===== src/rtl/regdp_pkg.sv =====
// Package: shared widths, operation codes and the control word layout
// for the control-word register datapath.
package regdp_pkg;
    localparam int SEL_W = 3;
    localparam int NREG  = (1 << SEL_W) - 1;
    localparam int OP_W  = 5;
    localparam int CW_W  = 3 * SEL_W + OP_W;

    localparam logic [OP_W-1:0] OP_PASS = 5'b00000;
    localparam logic [OP_W-1:0] OP_INC  = 5'b00001;
    localparam logic [OP_W-1:0] OP_ADD  = 5'b00010;
    localparam logic [OP_W-1:0] OP_SUB  = 5'b00101;
    localparam logic [OP_W-1:0] OP_DEC  = 5'b00110;
    localparam logic [OP_W-1:0] OP_AND  = 5'b01000;
    localparam logic [OP_W-1:0] OP_OR   = 5'b01010;
    localparam logic [OP_W-1:0] OP_XOR  = 5'b01100;
    localparam logic [OP_W-1:0] OP_NOT  = 5'b01110;
    localparam logic [OP_W-1:0] OP_SHR  = 5'b10000;
    localparam logic [OP_W-1:0] OP_SHL  = 5'b11000;

    // Fields are packed from the MSB down: source A, source B, destination, op.
    typedef struct packed {
        logic [SEL_W-1:0] src_a;
        logic [SEL_W-1:0] src_b;
        logic [SEL_W-1:0] dst;
        logic [OP_W-1:0]  op;
    } ctrl_t;
endpackage


===== src/rtl/regdp_regfile.sv =====
// Register file: NREG registers of DATA_W bits each.
// Assumes we is one-hot or all zero. All contents are exposed in parallel
// for the operand selectors. Reset is synchronous and active low.
module regdp_regfile
    import regdp_pkg::*;
#(
    parameter int DATA_W = 8
) (
    input  logic                          clk,
    input  logic                          rst_n,
    input  logic [NREG-1:0]               we,
    input  logic [DATA_W-1:0]             wdata,
    output logic [NREG-1:0][DATA_W-1:0]   reg_q
);
    for (genvar i = 0; i < NREG; i++) begin : g_reg
        // Hold register i; clear on reset, load when its enable is set.
        always_ff @(posedge clk) begin
            if (!rst_n) begin
                reg_q[i] <= '0;
            end else if (we[i]) begin
                reg_q[i] <= wdata;
            end
        end
    end
endmodule


===== src/rtl/regdp_dst_decode.sv =====
// Destination decoder: turns a selector into one-hot register load enables.
// Code 0 gives no enable; code k (1..NREG) enables register k.
module regdp_dst_decode
    import regdp_pkg::*;
(
    input  logic [SEL_W-1:0] dst,
    output logic [NREG-1:0]  we
);
    for (genvar i = 0; i < NREG; i++) begin : g_dec
        assign we[i] = (dst == SEL_W'(i + 1));
    end
endmodule


===== src/rtl/regdp_opsel.sv =====
// Operand selector: puts the external word (code 0) or register k (code k)
// on one ALU input bus. Purely combinational.
module regdp_opsel
    import regdp_pkg::*;
#(
    parameter int DATA_W = 8
) (
    input  logic [SEL_W-1:0]              sel,
    input  logic [DATA_W-1:0]             ext_in,
    input  logic [NREG-1:0][DATA_W-1:0]   reg_q,
    output logic [DATA_W-1:0]             bus
);
    // Compare the selector with each register code; code 0 falls through to the input word.
    always_comb begin
        bus = ext_in;
        for (int i = 0; i < NREG; i++) begin
            if (sel == SEL_W'(i + 1)) begin
                bus = reg_q[i];
            end
        end
    end
endmodule


===== src/rtl/regdp_alu.sv =====
// ALU: computes the function chosen by op on buses a and b. Carry and zero
// are reported for add and subtract only; subtract reports a borrow as carry.
// Codes that are not defined pass a.
module regdp_alu
    import regdp_pkg::*;
#(
    parameter int DATA_W = 8
) (
    input  logic [OP_W-1:0]   op,
    input  logic [DATA_W-1:0] a,
    input  logic [DATA_W-1:0] b,
    output logic [DATA_W-1:0] y,
    output logic              carry,
    output logic              zero
);
    logic [DATA_W:0] sum_w;
    logic [DATA_W:0] diff_w;

    assign sum_w  = {1'b0, a} + {1'b0, b};
    assign diff_w = {1'b0, a} - {1'b0, b};

    // Select the result and the flags for the current operation code.
    always_comb begin
        carry = 1'b0;
        zero  = 1'b0;
        unique case (op)
            OP_ADD: begin
                y     = sum_w[DATA_W-1:0];
                carry = sum_w[DATA_W];
                zero  = (sum_w[DATA_W-1:0] == '0);
            end
            OP_SUB: begin
                y     = diff_w[DATA_W-1:0];
                carry = diff_w[DATA_W];
                zero  = (diff_w[DATA_W-1:0] == '0);
            end
            OP_INC:  y = a + DATA_W'(1);
            OP_DEC:  y = a - DATA_W'(1);
            OP_AND:  y = a & b;
            OP_OR:   y = a | b;
            OP_XOR:  y = a ^ b;
            OP_NOT:  y = ~a;
            OP_SHR:  y = {1'b0, a[DATA_W-1:1]};
            OP_SHL:  y = {a[DATA_W-2:0], 1'b0};
            default: y = a;
        endcase
    end
endmodule


===== src/rtl/regdp_top.sv =====
// Control-word register datapath top. Each cycle the control word picks two
// operands (register or external input), an ALU function and an optional
// destination register. The ALU result drives alu_out combinationally and
// is written at the next rising edge. Assumes a single clock domain and a
// synchronous active-low reset.
module regdp_top
    import regdp_pkg::*;
#(
    parameter int DATA_W = 8
) (
    input  logic              clk,
    input  logic              rst_n,
    input  logic [CW_W-1:0]   ctrl_word,
    input  logic [DATA_W-1:0] ext_in,
    output logic [DATA_W-1:0] alu_out,
    output logic              carry_out,
    output logic              zero_out
);
    ctrl_t                        cw;
    logic [NREG-1:0][DATA_W-1:0]  reg_q;
    logic [NREG-1:0]              we;
    logic [DATA_W-1:0]            bus_a;
    logic [DATA_W-1:0]            bus_b;
    logic [DATA_W-1:0]            result;

    assign cw = ctrl_t'(ctrl_word);

    regdp_regfile #(.DATA_W(DATA_W)) u_rf (
        .clk   (clk),
        .rst_n (rst_n),
        .we    (we),
        .wdata (result),
        .reg_q (reg_q)
    );

    regdp_dst_decode u_dec (
        .dst (cw.dst),
        .we  (we)
    );

    regdp_opsel #(.DATA_W(DATA_W)) u_sel_a (
        .sel    (cw.src_a),
        .ext_in (ext_in),
        .reg_q  (reg_q),
        .bus    (bus_a)
    );

    regdp_opsel #(.DATA_W(DATA_W)) u_sel_b (
        .sel    (cw.src_b),
        .ext_in (ext_in),
        .reg_q  (reg_q),
        .bus    (bus_b)
    );

    regdp_alu #(.DATA_W(DATA_W)) u_alu (
        .op    (cw.op),
        .a     (bus_a),
        .b     (bus_b),
        .y     (result),
        .carry (carry_out),
        .zero  (zero_out)
    );

    assign alu_out = result;
endmodule


===== config.mk =====
export PLATFORM = sky130hd
export DESIGN_NAME = regdp_top
export DESIGN_NICKNAME = d
export VERILOG_FILES = /design/src/rtl/regdp_pkg.sv /design/src/rtl/regdp_regfile.sv /design/src/rtl/regdp_dst_decode.sv /design/src/rtl/regdp_opsel.sv /design/src/rtl/regdp_alu.sv /design/src/rtl/regdp_top.sv
export SDC_FILE = /design/constraint.sdc
export NUM_CORES = 1
export LEC_CHECK = 0
export BUFFER_PORTS_ARGS = -buffer_cell sky130_fd_sc_hd__buf_2
export CAP_MARGIN = 20
export CORE_MARGIN = 2
export CORE_UTILIZATION = 56
export CTS_BUF_LIST = sky130_fd_sc_hd__clkbuf_16
export DETAILED_ROUTE_END_ITERATION = 8
export GPL_TIMING_DRIVEN = 0
export PLACE_DENSITY = 0.79
export SLEW_MARGIN = 0
export SYNTH_ARGS = -nofsm -noshare
export SYNTH_HDL_FRONTEND = slang
export SYNTH_SLANG_ARGS = --single-unit

===== constraint.sdc =====
create_clock -name clk -period 4.3 [get_ports clk]
set_input_delay 0 -clock clk [delete_from_list [all_inputs] [get_ports clk]]
set_output_delay 0 -clock clk [all_outputs]
set_load 0.01 [all_outputs]

==> results.md, run 1 <==
- Nets: 826
- Top cells by area, synth: dfxtp_1 (20%), ha_1 (7.2%), a21oi_1 (6.6%), nand2_1 (3.9%), o21ai_0 (3.7%)
- Final Hold Vio Count: 0
- Reg clk slew, reported paths: 0.07 ns
- WP buf/inv: 1
- Antenna violations before repair: 0
- Compound-cell area share of the yosys netlist: a little over a third
- Net Sw Power: 0.661 mW
- Largest net degree at the start of global routing: 18
- Largest family of logic cells by synthesized area: compound AO/OA/AOI/OAI gates
- Die area: 10700 µm²
- CTS sink count: 56
- Worst vdd ir: 0.221 mV
- Run status: completed
- Top-area cell type share of the netlist area: 20.2%
- IO Pins: 34
- Distinct cells, synth: 80
- Clock latency at the later pin of the worst-skew pair: ~0.30 ns
- Leading area contributor after synthesis: dfxtp_1
- Crit-path cells: o22ai_1 -> or2_2 -> a21oi_2 -> o32a_1 -> nor2_1 -> nor3_2 -> ha_1 -> fa_1 -> a21o_1 -> a21oi_2 -> xnor2_1 -> o22ai_1 -> a2111o_1 -> o31a_1 -> buf_2
- DP HPWL: between 15000 and 20000 µm
- Hold Crit Class: in -> reg
- Ys async rst share: 0%
- Crit path arrival time: 4.17 ns
- Fin util: 63.0%
- FP Rows: 36
- Share of power burned in registers: 34.0%
- Total power: ~1.7 mW
- Hold WS: 0.0985 ns
- Crit Path Category: reg -> out
- Post-DRT Antenna Nets: 0
- Max reg flops: 56
- Slew headroom: around 30%
- Crit-path slowest cell: a2111o_1
- First-pass GRT wire length: 30600 µm
- Final Skew: between 0.003 and 0.004 ns
- Synthesized cell area: 5540 µm²
- Sequential area share after synthesis: about a fifth
- Critical Path Fanout Max: 8
- Total Wirelength: 20200 µm
- Mux cell area share after synthesis: 6.25%
- Adder-Cell Fraction of Synth Area: 8.31%
- Xor and xnor fraction of the mapped netlist area: ~2.2%
- 1st-iter DRT viols: around 750
- First-pass iteration count of the detailed router: 5
- Grt ovf: 0
- Routed via count: about 6400
- Final setup vio count: 0
- Biggest regs: u_rf.reg_q: 56 flops
- Internal: approximately 1 mW
- Most frequent cell after synthesis: a21oi_1
- CTS Buffer Depth: 2
- EDFF count, synth: 0
- Post-synthesis cell count: about 730
- Crit end category: primary output
- H-tree Lvls: 2
- Final Slew Violations: 0
- GRT met1 Usage: 46.9%
- Hold depth: 3
- Crit path launch type: flop
- Fmax: 0.240 GHz
- Die Span X: approximately 100 µm
- WL/cell: 22.4 µm
- Synth Register Bits: between 50 and 60
- Post-route minimum period: 4.17 ns
- I/O Buffers: 26
- R2R Path Start: u_rf.reg_q[8]
- Slowest cell delay on critical path: 0.52 ns
- Worst hold start: rst_n
- Largest Register: u_rf.reg_q
- R2r setup slk: 0.18 ns
- Total core area: about 9700 µm²
- Most frequent cells after synthesis: a21oi_1 (73), nand2_1 (58), dfxtp_1 (56)
- GR met3 Demand/Resource: ~6%
- WP data required: 4.30 ns
- Mapped Avg Cell Area: 7.58 µm²
- Vias in the first global route: 5840
- # DRC: 0
- Starting Density: 57.2%
- CTS tree: done
- Share of layout cells above drive strength 1: about 14%
- Die Y: 103 µm
- Slew @ Worst Pin: 1.04 ns
- Antenna diode count: 0
- Met2 usage: 59.6%
- Switching Fraction: 39.7%
- Total number of yosys warnings: 0
- # placed instances: 891
- Kind of cell adding the most delay to the critical path: compound AO/OA/AOI/OAI gates
- Synth Area in Simple Gates: 19.9%
- Gate power share: 41.0%
- Post-synth top flop: dfxtp_1
- Area added between synthesis and finish: 10.1%
- FF-to-FF path depth: 14
- Total Routing Usage GR: ~37%
- Leak Pwr: 2.44 nW
- Critical R2R Capture: u_rf.reg_q[22]
- Clock Tree Root: clkbuf_16
- Syn Nets: 790
- Post-Layout Cell Count: approximately 900
- Clk pwr share: between 20% and 30%
- GPL Wtd Cong: between 1 and 1.5
- Cts bufs inserted: 5
- Gr busiest metal: met2
- Power Density: ~270 nW/µm²
- MaxCap Viol Count: 0
- Vias per cell: just over 7
- Hold worst-path end: u_rf.reg_q[23]
- Post-route clock period utilization: 97.0%
## tightest hold or removal path, stage by stage
cell	delay [ns]
clkbuf_1	0.18
o211ai_1	0.13
a21oi_1	0.05
## metrics by stage
| stage | cell area, µm² | TNS [ns] | worst slack [ns] |
|---|---|---|---|
| after global placement | 5840 | -16.34 | -0.714 |
| after global routing | 6100 | -0.0278 | -0.0278 |
| after CTS | 6020 | 0 | 0.00536 |
| after detailed placement | 5840 | -21.44 | -0.856 |
| after floorplan | 5540 | 0 | 0.472 |
| final | 6100 | 0 | 0.129 |
## kinds of logic after synthesis
group	Yosys count
DFF	56
muxes	28
buffers and inverters	89
adders and majority gates	35
xor gates and xnor gates	14
AOI/OAI and AO/OA	290
and+or+nand+nor	219
## cell usage in the layout, fill, tap and decap left out, types with 10 or more instances in the layout
cell type	count
o21ai_0	41
nor3_1	10
nand3_1	24
o22ai_1	18
nand2_1	58
xnor2_1	11
inv_1	31
or3_1	10
clkbuf_1	32
ha_1	32
mux2i_1	10
dfxtp_1	56
mux2_2	13
buf_2	36
o211ai_1	18
a21oi_1	68
nor2_1	51
o31ai_1	18
## how the worst max path moves through the flow
stage / cells past startpoint / from / to
6_report: 15 / u_rf.reg_q[8] / alu_out[4]
5_1_grt: 15 / u_rf.reg_q[8] / alu_out[4]
4_1_cts: 18 / ctrl_word[10] / alu_out[1]
3_5_place_dp: 14 / ctrl_word[8] / u_rf.reg_q[39]
3_3_place_gp: 14 / ctrl_word[8] / u_rf.reg_q[7]
2_1_floorplan: 14 / ctrl_word[8] / u_rf.reg_q[15]
## metal layers
metal,up-vias,wire length [µm]
li1,2855,-
met1,2981,7840
met2,425,9210
met3,105,1880
met4,0,1270
met5,-,0
## cell type report
type	count	area, µm²
Fill cell	890	3580
Inverter	33	125
Tap cell	133	166
Clock buffer	5	125
Multi-Input combinational cell	586	4150
Buffer	54	235
Clock inverter	3	20.0
Timing Repair Buffer	31	160
Sequential cell	56	1120
## power by group through the flow
stage,clock (mW),sequential (mW),combinational (mW)
floorplan,0,0.566,0.460
global placement,0,0.576,0.611
detailed placement,0,0.577,0.631
CTS,0.416,0.564,0.639
global route,0.434,0.567,0.732
finish,0.416,0.567,0.682
## what timing repair did
action | 4_1_cts | 5_1_grt
pin swaps | 1 | 2
resized for setup | 8 | 22
setup buffers | 0 | 2
endpoints found under the setup margin | 41 | 32
hold buffers | 0 | 0
Note: power is estimated with default switching activity, not from simulation.
==> run 2: changes to the inputs <==
PLACE_DENSITY = default   (was 0.79)
PLACE_DENSITY_LB_ADDON = 0.3   (was default)
==> run 2 against run 1 <==
Compared with the run above:
- maximum frequency grew 1.5%
- largest power group unchanged
- global-route usage grew 0.28 points
- setup slack gained 0.061 ns
- final cell count shrank 0.11%
- combinational power shrank 0.9%
==> results.md, run 2 (synthesized netlist as in run 1, its figures left out) <==
- Total core area: 9680 µm² (unchanged)
- Die area: 10700 µm² (unchanged)
- Routed via count: 6268 (was 6366)
- Most used cells in the layout excluding fill and tap cells: a21oi_1 (69), nand2_1 (58), dfxtp_1 (56) (was a21oi_1 (68), nand2_1 (58), dfxtp_1 (56))
- Crit Path Category: in -> out (was reg -> out)
- IO Pins: 34 (unchanged)
- Hold-fix buffer count after cts: 0 (unchanged)
- WP data required: 4.30 ns (about the same)
- Total Wirelength: 20400 µm (was 20200 µm)
- Post-DRT Antenna Nets: 0 (unchanged)
- Die Y: 103 µm (unchanged)
- Crit path launch type: input pin (was flop)
- FP Rows: 36 (unchanged)
- Post-route clock period utilization: 95.6% (was 97.0%)
- MaxCap Viol Count: 0 (unchanged)
- Antenna violations before repair: 0 (unchanged)
- I/O Buffers: 26 (unchanged)
- Grt ovf: 0 (unchanged)
- Power Density: 272 nW/µm² (was 273 nW/µm²)
- Final Slew Violations: 0 (unchanged)
- Starting Density: 57.2% (unchanged)
- First-pass GRT wire length: 30500 µm (was 30600 µm)
- CTS sink count: 56 (unchanged)
- Total Routing Usage GR: 37.5% (was 37.3%)
- Hold WS: 0.111 ns (was 0.0985 ns)
- WL/cell: 22.7 µm (was 22.4 µm)
- Slew headroom: 22.7% (was 30.0%)
- # fillers: 895 (was 890)
- Antenna diode count: 0 (unchanged)
- Slew @ Worst Pin: 1.15 ns (was 1.04 ns)
- First-pass iteration count of the detailed router: 5 (unchanged)
- Final Skew: 0.00874 ns (was 0.00399 ns)
- Die Span X: 103 µm (unchanged)
- Clock Tree Root: clkbuf_16 (unchanged)
- 1st-iter DRT viols: 640 (was 752)
- # placed instances: 892 (was 891)
- CTS tree: done (unchanged)
- Area added between synthesis and finish: 9.89% (was 10.1%)
- Vias per cell: 6.96 (was 7.07)
- Critical Path Fanout Max: 10 (was 8)
- Fin util: 62.9% (was 63.0%)
- Crit end category: primary output (unchanged)
- Worst vdd ir: 0.217 mV (was 0.221 mV)
- Crit path arrival time: 4.11 ns (was 4.17 ns)
- Largest net degree at the start of global routing: 18 (unchanged)
- Biggest regs: u_rf.reg_q: 56 flops (unchanged)
- # DRC: 0 (unchanged)
- Hold Crit Class: in -> reg (unchanged)
- Largest Register: u_rf.reg_q (unchanged)
- CTS Buffer Depth: 2 (unchanged)
- Nets: 825 (was 826)
- H-tree Lvls: 2 (unchanged)
- Post-route minimum period: 4.11 ns (was 4.17 ns)
- Vias in the first global route: 5703 (was 5840)
- Post-Layout Cell Count: 900 (was 901)
- RSZ-0062 raised after global routing: no
- Leak Pwr: 2.44 nW (about the same)
- Run status: completed (unchanged)
- Reg clk slew, reported paths: 0.07 ns (about the same)
- Clock latency at the later pin of the worst-skew pair: 0.30 ns (about the same)
- Cts bufs inserted: 5 (unchanged)
- Final setup vio count: 0 (unchanged)
- Fmax: 0.243 GHz (was 0.240 GHz)
- Most common cell after layout, fill and taps aside: a21oi_1 (unchanged)
- GPL Wtd Cong: 1.03 (was 1.06)
- DP HPWL: 15600 µm (was 15300 µm)
- Share of layout cells above drive strength 1: 13.2% (was 13.5%)
- Max reg flops: 56 (unchanged)
- Final Hold Vio Count: 0 (unchanged)
## run 2: cell types whose count changed in the layout (fill, tap and decap cells not counted), sizes merged
cell and change:
inv +1, clkinvlp -1, clkbuf -1
## run 2: routing by layer
layer | vias up | part of all wire [%] | track usage [%] | wire length (µm)
met5 | - | 0 | 0 | 0
met2 | 384 | 45 | 59.8 | 9210
met3 | 90 | 8.5 | 4.64 | 1740
li1 | 2848 | - | - | -
met1 | 2946 | 40 | 48.5 | 8090
met4 | 0 | 6.6 | 22.8 | 1350
## run 2: cell type report
type | count | area, µm² | share of cell area, %
Tap cell | 133 | 166 | 2.73
Buffer | 54 | 235 | 3.86
Timing Repair Buffer | 30 | 155 | 2.55
Clock inverter | 3 | 17.5 | 0.288
Multi-Input combinational cell | 586 | 4150 | 68.1
Clock buffer | 5 | 125 | 2.05
Sequential cell | 56 | 1120 | 18.4
Inverter | 33 | 125 | 2.05
## run 2: power by group
group / switching, mW / internal [mW]
Clock: 0.199 / 0.216
Combinational: 0.431 / 0.245
Sequential: 0.0254 / 0.542
Total: 0.655 / 1.00
## run 2: path summary, 6_finish.rpt
kind / depth (start not counted) / slack, ns / endpoint / startpoint
setup / recovery: 16 / 0.19 / alu_out[4] / ctrl_word[9]
hold / removal: 3 / 0.11 / u_rf.reg_q[23] / rst_n
setup reg to reg: 14 / 0.31 / u_rf.reg_q[38] / u_rf.reg_q[8]
hold reg to reg: 2 / 0.49 / u_rf.reg_q[20] / u_rf.reg_q[20]
## run 2: what timing repair did
action | 4_1_cts | 5_1_grt
pin swaps | 0 | 2
gates resized for setup | 11 | 16
endpoints found under the setup margin | 34 | 34
setup buffers | 0 | 1
## run 2: per-stage QoR
stage                     setup WS, ns  instance area [µm²]  TNS (ns)  total power, mW
after floorplan                  0.472                 5540         0             1.03
after global placement          -0.626                 5840    -14.71             1.19
after detailed placement        -0.712                 5850    -19.29             1.21
after CTS                      0.00690                 6030         0             1.62
after global routing           0.00385                 6090         0             1.73
final                            0.190                 6090         0             1.66
## run 2: worst max-delay path: stages
cell,delay (ns)
clkbuf_2,0.18
or2_2,0.42
o221ai_1,0.20
o21a_1,0.15
nor2_1,0.05
a211o_1,0.29
a21oi_1,0.44
nor3_4,0.14
fa_1,0.52
a21o_1,0.20
a21oi_2,0.24
xnor2_1,0.20
o22ai_1,0.12
a2111o_1,0.47
o31a_1,0.34
buf_2,0.14
==> run 3: changes to the inputs <==
CORE_UTILIZATION = 63   (was 56)
==> run 3 against run 2 <==
Compared with the run above:
- maximum frequency down 1.0%
- critical path type unchanged
- setup slack worse by 0.043 ns
- critical path depth unchanged
- critical endpoint unchanged
- hold slack worse by 0.0048 ns
- combinational power is 2% higher
- sequential power about the same
- global-route usage is 3.2 points higher
- clock skew down 0.0012 ns
- register-to-register slack lost 0.05 ns
==> results.md, run 3 (synthesized netlist as in run 1, its figures left out) <==
- Run status: completed (unchanged)
- Total Wirelength: 20200 µm (was 20400 µm)
- Hold depth: 3 (unchanged)
- Die Span X: 97.8 µm (was 103 µm)
- Crit path launch type: input pin (unchanged)
- Crit Path Category: in -> out (unchanged)
- DP HPWL: 15600 µm (about the same)
- Total power: 1.68 mW (was 1.66 mW)
- Switching Fraction: 39.7% (was 39.5%)
- Power Density: 276 nW/µm² (was 272 nW/µm²)
- FP Rows: 34 (was 36)
- FF-to-FF path depth: 13 (was 14)
- Net Sw Power: 0.666 mW (was 0.655 mW)
- Total Routing Usage GR: 40.7% (was 37.5%)
- Clock latency at the later pin of the worst-skew pair: 0.30 ns (about the same)
- Final setup margin: 0.146 ns (was 0.190 ns)
- Biggest regs: u_rf.reg_q: 56 flops (unchanged)
- First-pass iteration count of the detailed router: 6 (was 5)
- Reg clk slew, reported paths: 0.07 ns (about the same)
- # placed instances: 866 (was 892)
- I/O Buffers: 26 (unchanged)
- Post-route minimum period: 4.15 ns (was 4.11 ns)
- Most common cell after layout, fill and taps aside: a21oi_1 (unchanged)
- Final Hold Vio Count: 0 (unchanged)
- Max reg flops: 56 (unchanged)
- Post-Layout Cell Count: 874 (was 900)
- H-tree Lvls: 2 (unchanged)
- Final Slew Violations: 0 (unchanged)
- Crit end category: primary output (unchanged)
- Setup slack at placement: -0.948 ns (was -0.712 ns)
- Hold Crit Class: in -> reg (unchanged)
- Critical Path Fanout Max: 8 (was 10)
- Fmax: 0.241 GHz (was 0.243 GHz)
- CTS Buffer Depth: 2 (unchanged)
- Largest net degree at the start of global routing: 19 (was 18)
- Internal: 1.01 mW (was 1.00 mW)
- Nets: 824 (was 825)
- Antenna violations before repair: 0 (unchanged)
- Final setup vio count: 0 (unchanged)
- Antenna diode count: 0 (unchanged)
- # DRC: 0 (unchanged)
- 1st-iter DRT viols: 717 (was 640)
- Hold-fix buffer count after cts: 0 (unchanged)
- MaxCap Viol Count: 0 (unchanged)
- Vias per cell: 7.37 (was 6.96)
- Slew headroom: 22.6% (was 22.7%)
- Largest Register: u_rf.reg_q (unchanged)
- Total core area: 8640 µm² (was 9680 µm²)
- Die area: 9560 µm² (was 10700 µm²)
- Routed via count: 6441 (was 6268)
- Hold WS: 0.106 ns (was 0.111 ns)
- Clock Tree Root: clkbuf_16 (unchanged)
- Grt ovf: 0 (unchanged)
- Post-DRT Antenna Nets: 0 (unchanged)
- Gate power share: 41.0% (was 40.8%)
- GPL Wtd Cong: 1.04 (was 1.03)
- Slew @ Worst Pin: 1.15 ns (about the same)
- Worst vdd ir: 0.249 mV (was 0.217 mV)
- Share of layout cells above drive strength 1: 14.0% (was 13.2%)
- Crit path arrival time: 4.15 ns (was 4.11 ns)
- First-pass GRT wire length: 31300 µm (was 30500 µm)
- Area added between synthesis and finish: 9.39% (was 9.89%)
- RSZ-0062 raised after global routing: no (unchanged)
- Share of power burned in registers: 33.7% (was 34.2%)
- Final Skew: 0.00757 ns (was 0.00874 ns)
- Most used cells in the layout excluding fill and tap cells: a21oi_1 (69), nand2_1 (57), dfxtp_1 (56) (was a21oi_1 (69), nand2_1 (58), dfxtp_1 (56))
- Post-route clock period utilization: 96.6% (was 95.6%)
- Leak Pwr: 2.43 nW (was 2.44 nW)
- Cts bufs inserted: 5 (unchanged)
- Starting Density: 64.2% (was 57.2%)
- WP data required: 4.30 ns (about the same)
- Die Y: 97.8 µm (was 103 µm)
- Vias in the first global route: 5890 (was 5703)
- CTS tree: done (unchanged)
- CTS sink count: 56 (unchanged)
- IO Pins: 34 (unchanged)
- Clk pwr share: 25.3% (was 25.0%)
- WL/cell: 23.1 µm (was 22.7 µm)
## run 3: layout make-up
class,count,area [µm²]
inverters,33,125
repair buffers,31,163
well taps,108,135
plain buffers,52,226
flip-flops and latches,56,1120
multi-input cells,586,4150
clock buffers,5,125
fillers,755,2570
clock inverters,3,22.5
## run 3: per-stage QoR
| stage | area [µm²] | TNS, ns | util [%] |
|---|---|---|---|
| 2_1_floorplan | 5540 | 0 | - |
| 3_3_place_gp | 5810 | -25.31 | 67.3 |
| 3_5_place_dp | 5810 | -30.28 | 67.3 |
| 4_1_cts | 6000 | 0 | 69.4 |
| 5_1_grt | 6060 | 0 | 70.2 |
| 6_report | 6060 | 0 | 70.2 |
## run 3: routing by layer
metal	global-route usage [%]	vias to the layer above	wire length [µm]
li1	-	2849	-
met1	50.8	2965	7580
met2	67.5	510	9170
met3	7.09	117	2120
met4	21.4	0	1300
met5	0	-	0
## run 3: final timing paths
check                 start              to  slack [ns]
max           ctrl_word[11]      alu_out[4]        0.15
min reg2reg  u_rf.reg_q[44]  u_rf.reg_q[44]        0.49
max reg2reg  u_rf.reg_q[11]   u_rf.reg_q[4]        0.26
min                   rst_n  u_rf.reg_q[23]        0.11
## run 3: timing repair
item                                   CTS  global route
cloned                                   0             0
pin swaps                                1             2
endpoints found under the hold margin    0             0
setup endpoints to repair               49            34
gates resized for setup                 13            15
setup buffers                            0             3
## run 3: critical path, stage by stage
cell	delay [ns]
clkbuf_1	0.33
inv_1	0.34
or3_1	0.43
a21oi_1	0.22
or3_1	0.14
clkbuf_1	0.21
inv_1	0.14
ha_1	0.30
clkbuf_1	0.34
inv_1	0.15
a21oi_2	0.24
xnor2_1	0.18
o22ai_1	0.13
a2111o_1	0.53
o31a_1	0.33
buf_2	0.14
## run 3: power groups by stage
| stage | sequential (mW) | clock [mW] | combinational [mW] |
|---|---|---|---|
| 2_1_floorplan | 0.566 | 0 | 0.460 |
| 3_3_place_gp | 0.574 | 0 | 0.613 |
| 3_5_place_dp | 0.575 | 0 | 0.633 |
| 4_1_cts | 0.563 | 0.418 | 0.644 |
| 5_1_grt | 0.566 | 0.437 | 0.735 |
| 6_report | 0.565 | 0.423 | 0.687 |
